<file path="src/rtl/pwm_sync_sel_pkg.sv">
package pwm_sync_sel_pkg;
  typedef enum logic {
    SRC_INT = 1'b0,
    SRC_EXT = 1'b1
  } tick_src_e;
endpackage

</file>
<file path="src/rtl/pss_pin_sync.sv">
module pss_pin_sync #(
  parameter int STAGES = 2
) (
  input  logic clk,
  input  logic rst,
  input  logic pin,
  output logic level,
  output logic rise
);
  logic [STAGES-1:0] chain;
  logic              prev;

  always_ff @(posedge clk) begin
    if (rst) chain[0] <= 1'b0;
    else     chain[0] <= pin;
  end

  for (genvar g = 1; g < STAGES; g++) begin : g_stage
    always_ff @(posedge clk) begin
      if (rst) chain[g] <= 1'b0;
      else     chain[g] <= chain[g-1];
    end
  end

  assign level = chain[STAGES-1];

  always_ff @(posedge clk) begin
    if (rst) prev <= 1'b0;
    else     prev <= level;
  end

  assign rise = level & ~prev;
endmodule

</file>
<file path="src/rtl/pss_act_mon.sv">
module pss_act_mon #(
  parameter int EDGES_MIN  = 4,
  parameter int LOSS_TICKS = 2
) (
  input  logic clk,
  input  logic rst,
  input  logic rise,
  input  logic osc_tick,
  output logic present,
  output logic acquire,
  output logic busy
);
  localparam int EW = $clog2(EDGES_MIN + 1);
  localparam int IW = $clog2(LOSS_TICKS + 1);

  logic [EW-1:0] edge_cnt;
  logic [IW-1:0] idle_cnt;
  logic          drop;

  assign acquire = !present && rise && !osc_tick && (edge_cnt == EW'(EDGES_MIN - 1));
  assign drop    = present && osc_tick && !rise && (idle_cnt == IW'(LOSS_TICKS - 1));
  assign busy    = (edge_cnt != '0);

  always_ff @(posedge clk) begin
    if (rst) begin
      edge_cnt <= '0;
      idle_cnt <= '0;
      present  <= 1'b0;
    end else begin
      if (osc_tick)
        edge_cnt <= rise ? EW'(1) : '0;
      else if (rise && edge_cnt != EW'(EDGES_MIN))
        edge_cnt <= edge_cnt + EW'(1);

      if (rise)
        idle_cnt <= '0;
      else if (osc_tick && idle_cnt != IW'(LOSS_TICKS))
        idle_cnt <= idle_cnt + IW'(1);

      if (acquire)   present <= 1'b1;
      else if (drop) present <= 1'b0;
    end
  end

  // no take-over without a rising edge
  a_r4_acquire_needs_edge: assert property (@(posedge clk) disable iff (rst)
    (!present && !rise) |=> !present);
  // the clock is only given up on an internal tick
  a_r8_drop_on_tick: assert property (@(posedge clk) disable iff (rst)
    (present && !osc_tick) |=> present);
  // the edge count never passes its saturation value
  a_r5_cnt_bounded: assert property (@(posedge clk) disable iff (rst)
    edge_cnt <= EW'(EDGES_MIN));
endmodule

</file>
<file path="src/rtl/pss_ext_div.sv">
module pss_ext_div #(
  parameter int DIV = 22
) (
  input  logic clk,
  input  logic rst,
  input  logic rise,
  input  logic restart,
  output logic tick
);
  localparam int CW = (DIV > 1) ? $clog2(DIV) : 1;

  logic [CW-1:0] cnt;

  assign tick = rise && !restart && (cnt == CW'(DIV - 1));

  always_ff @(posedge clk) begin
    if (rst)          cnt <= '0;
    else if (restart) cnt <= '0;
    else if (rise)    cnt <= (cnt == CW'(DIV - 1)) ? '0 : cnt + CW'(1);
  end

  // the phase count stays inside one division cycle
  a_r6_cnt_range: assert property (@(posedge clk) disable iff (rst)
    cnt <= CW'(DIV - 1));
  // take-over always restarts the division
  a_r7_restart_clears: assert property (@(posedge clk) disable iff (rst)
    restart |=> (cnt == '0));
endmodule

</file>
<file path="src/rtl/pwm_sync_sel.sv">
module pwm_sync_sel
  import pwm_sync_sel_pkg::*;
#(
  parameter int SYNC_STAGES = 2,
  parameter int EDGES_MIN   = 4,
  parameter int LOSS_TICKS  = 2,
  parameter int DIV         = 22
) (
  input  logic clk,
  input  logic rst,
  input  logic mode_pin,
  input  logic osc_tick,
  output logic cycle_tick,
  output logic force_pwm,
  output logic ext_sel
);
  logic      level;
  logic      rise;
  logic      present;
  logic      acquire;
  logic      busy;
  logic      div_tick;
  tick_src_e src;

  pss_pin_sync #(.STAGES(SYNC_STAGES)) i_sync (
    .clk(clk), .rst(rst), .pin(mode_pin), .level(level), .rise(rise)
  );

  pss_act_mon #(.EDGES_MIN(EDGES_MIN), .LOSS_TICKS(LOSS_TICKS)) i_mon (
    .clk(clk), .rst(rst), .rise(rise), .osc_tick(osc_tick),
    .present(present), .acquire(acquire), .busy(busy)
  );

  pss_ext_div #(.DIV(DIV)) i_div (
    .clk(clk), .rst(rst), .rise(rise), .restart(acquire), .tick(div_tick)
  );

  assign src     = present ? SRC_EXT : SRC_INT;
  assign ext_sel = present;

  always_ff @(posedge clk) begin
    if (rst) begin
      cycle_tick <= 1'b0;
      force_pwm  <= 1'b0;
    end else begin
      cycle_tick <= (src == SRC_EXT) ? div_tick : osc_tick;
      force_pwm  <= level | present | busy;
    end
  end

  // a selected external clock always forces PWM
  a_r9_ext_forces: assert property (@(posedge clk) disable iff (rst)
    $past(ext_sel) |-> force_pwm);
  // a high level on the pin forces PWM
  a_r3_level_forces: assert property (@(posedge clk) disable iff (rst)
    $past(level) |-> force_pwm);
  // on internal timing every oscillator pulse becomes a tick
  a_r2_int_tick: assert property (@(posedge clk) disable iff (rst)
    (!ext_sel && osc_tick) |=> cycle_tick);
endmodule

</file>
<file path="config.mk">
export PLATFORM = sky130hd
export DESIGN_NAME = pwm_sync_sel
export DESIGN_NICKNAME = d
export VERILOG_FILES = /design/src/rtl/pwm_sync_sel_pkg.sv /design/src/rtl/pss_pin_sync.sv /design/src/rtl/pss_act_mon.sv /design/src/rtl/pss_ext_div.sv /design/src/rtl/pwm_sync_sel.sv
export SDC_FILE = /design/constraint.sdc
export NUM_CORES = 1
export LEC_CHECK = 0
export ABC_CLOCK_PERIOD_IN_PS = 3200
export BUFFER_PORTS_ARGS = -buffer_cell sky130_fd_sc_hd__buf_2
export CORE_UTILIZATION = 32
export CTS_CLUSTER_SIZE = 24
export DETAILED_ROUTE_END_ITERATION = 6
export GPL_TIMING_DRIVEN = 0
export PLACE_DENSITY = 0.45
export SLEW_MARGIN = 20
export SYNTH_ARGS = -nofsm -noshare
export SYNTH_HDL_FRONTEND = slang
export SYNTH_SLANG_ARGS = --single-unit
</file>
<file path="constraint.sdc">
create_clock -name clk -period 3.2 [get_ports clk]
set_clock_uncertainty 0.2 [all_clocks]
set_input_delay 0 -clock clk [delete_from_list [all_inputs] [get_ports clk]]
set_output_delay 0 -clock clk [all_outputs]
set_load 0.02 [all_outputs]
</file>
==> out/summary.txt <==
Root Buffer = clkbuf_4
Period utilization = 57.2%
R2R Path Start = i_mon.edge_cnt[0]$_SDFFE_PP0P_
Share of layout cells above drive strength 1 = 14.1%
IO Count = 7
Port bufs = 6
Worst rel slew slack = 52.2%
Leak pwr = 0.349 nW
Nets = 111
NetSw = 0.0000911 W
Reg clk slew, reported paths = 0.10 ns
Setup bufs post-CTS = 0
GRT Util Overall = 13.5%
Routed WL = 1.38 mm
Max Cap Violations = 0
Tightest Hold Check Type = flip-flop to flip-flop
FF-to-FF End = i_div.cnt[0]$_SDFFE_PP0P_
Final cell utilization of the core = 40.7%
Starting density of the core = 34.4%
Die width = 51.2 µm
HPWL Detailed = 998 µm
Commonest non-fill, non-tap cell in the layout = dfxtp_1
DR vias = 614
Setup TNS = 0 ns
Clock share of power = 35.2%
Number of routed nets with antenna violations = 0
Slew @ Worst Pin = 0.710 ns
Post-cts gate resize count = 0
Global-route wire length before repair = 2.51 mm
Non-Filler Instances = 127
Crit end category = flip-flop
Sw Ratio = 23.6%
RSZ-0062 raised after global routing = no
Die area = 2630 µm²
DRC = 0
Cell count after synthesis = 85
Worst setup SP type = flip-flop
Cell variety after synth = 28
Post-synthesis sequential area ratio = 41.3%
Count of state elements after synthesis = 16
Register area = 320 µm²
Initial DRC count = 4
Depth of the CTS H-tree = 1
Reg2reg path depth = 5
Max Fanout on Critical Path = 5
CTS Buffer Depth = 2
Total gr overflow = 0
Worst vdd ir = 0.000298 V
Commonest non-fill, non-tap cells in the layout = dfxtp_1 (16), inv_1 (8), a21oi_1 (7), buf_2 (7), ha_1 (7)
Hold Path End = i_sync.level$_SDFF_PP0_
Mapped cell area = 776 µm²
Worst reg-to-reg setup slack = 1.37 ns
Die Y = 51.2 µm
Setup violators final = 0
Routed WL per cell = 10.9 µm
Hold Slack = 0.245 ns
Syn Nets = 96
Crit path kind = flip-flop to flip-flop
Later-pin clock latency in the skew report = 0.29 ns
CTS sink count = 16
Number of CTS-inserted buffers = 3
Via/cell ratio = 4.83
TritonCTS clock tree = done
Status = finished, final reports clean
CP Data Arrival Time = 1.79 ns
Min-delay src = i_sync.chain[0]$_SDFF_PP0_
GP Congestion = 0.757
Synth Warn # = 0
N_diodes = 0
Pint = 0.000295 W
Fill cells = 247
Worst hold path depth = 1
Sequential share of power = 55.2%
Crit path required time = 3.15 ns
Largest net degree at the start of global routing = 10
Total iterations of the first detailed-routing run = 4
Logic pwr share = 9.7%
Initial antenna violation count = 0
Core area = 2250 µm²
Tmin final = 1.83 ns
Vias in the first global route = 572
Dpl cells = 119
Mean Syn Cell Area = 9.13 µm²
Highest Clock Rate = 546 MHz
P per Cell Area = 421 nW/µm²
Multi-input logic area = 420 µm²
Synth-to-layout area growth = 18.2%
Final Slew Violations = 0
Hold Vio Cnt, Final = 0
Row count = 17
Yosys cell counts:
master,instances,share of area [%]
or2_2,1,0.81
or3_1,1,0.81
nor2_1,4,1.9
and2_1,2,1.6
and2b_1,1,0.97
a2111oi_0,1,1.1
nand2b_1,2,1.6
o32a_1,1,1.3
nand2_1,4,1.9
o41ai_1,1,1.1
o21a_1,1,0.97
nor2b_1,5,4.0
nor4b_1,1,1.1
buf_2,1,0.64
o21ai_0,6,3.9
a21oi_1,7,4.5
o31ai_1,1,0.97
or2b_1,1,0.97
xnor2_1,2,2.3
inv_1,8,3.9
xor2_1,1,1.1
ha_1,7,11
dfxtp_1,16,41
nand3b_2,1,1.5
a211oi_2,1,1.6
nand3b_1,3,2.9
a2111oi_1,1,1.3
nor3_1,4,2.6
final cells by class:
| type | instances | area share (%) |
|---|---|---|
| buffer | 1 | 0.546 |
| clock buffer | 4 | 3.96 |
| inverter | 8 | 3.27 |
| multi-input combinational | 60 | 45.8 |
| sequential | 16 | 34.9 |
| tap | 28 | 3.82 |
| timing repair buffer | 10 | 7.64 |
flip-flops by register name (all words and copies together) (netlist names):
| name | count |
|---|---|
| cycle_tick | 1 |
| force_pwm | 1 |
| i_div.cnt | 5 |
| i_mon.edge_cnt | 3 |
| i_mon.idle_cnt | 2 |
| i_mon.present | 1 |
| i_sync.chain | 1 |
| i_sync.level | 1 |
| i_sync.prev | 1 |
per-layer routing:
| metal | GRT usage (%) | part of all wire [%] | up-vias |
|---|---|---|---|
| li1 | - | - | 328 |
| met1 | 15.7 | 51 | 269 |
| met4 | 5.41 | 1.5 | 0 |
| met2 | 21.3 | 42 | 13 |
| met5 | 0 | 0 | - |
| met3 | 6.25 | 5.4 | 4 |
repair_timing:
item	4_1_cts	5_1_grt
setup endpoints to repair	0	0
endpoints found under the hold margin	11	0
hold buffers	4	0
power by group through the flow:
stage	registers, W	clock network [W]	logic (W)
finish	0.000213	0.000136	0.0000373
global route	0.000214	0.000159	0.0000431
CTS	0.000213	0.000145	0.0000379
detailed placement	0.000218	0	0.0000341
global placement	0.000218	0	0.0000340
floorplan	0.000218	0	0.0000221
worst max path at each step:
stage / start / end
5_1_grt: i_mon.edge_cnt[0]$_SDFFE_PP0P_ / i_div.cnt[0]$_SDFFE_PP0P_
3_5_place_dp: i_mon.edge_cnt[0]$_SDFFE_PP0P_ / i_div.cnt[1]$_SDFFE_PP0P_
2_1_floorplan: i_mon.edge_cnt[0]$_SDFFE_PP0P_ / i_div.cnt[1]$_SDFFE_PP0P_
3_3_place_gp: i_mon.edge_cnt[0]$_SDFFE_PP0P_ / i_div.cnt[1]$_SDFFE_PP0P_
6_report: i_mon.edge_cnt[0]$_SDFFE_PP0P_ / i_div.cnt[0]$_SDFFE_PP0P_
4_1_cts: i_mon.edge_cnt[0]$_SDFFE_PP0P_ / i_div.cnt[1]$_SDFFE_PP0P_
metrics by stage:
step	worst slack, ns	area (µm²)	power [W]
floorplan	1.61	776	0.000240
global placement	1.29	841	0.000252
detailed placement	1.33	841	0.000252
CTS	1.32	917	0.000396
global route	1.22	917	0.000416
finish	1.37	917	0.000386
critical path, stage by stage (launching register included):
cell,delay (ns)
dfxtp_1,0.38
ha_1,0.16
ha_1,0.14
nand3b_1,0.10
o31ai_1,0.61
nor3_1,0.12
cell families (layout without fill, tap and decap cells):
| kind of cell | count (synthesis) | in the layout | synth area share (%) |
|---|---|---|---|
| buf+inv | 9 | 23 | 4.52 |
| compound gates | 20 | 20 | 16.8 |
| flops | 16 | 16 | 41.3 |
| fa+ha+maj | 7 | 7 | 11.3 |
| xor+xnor | 3 | 3 | 3.39 |
| simple gates | 30 | 30 | 22.7 |
No activity file was read; power rests on OpenSTA's default activity.
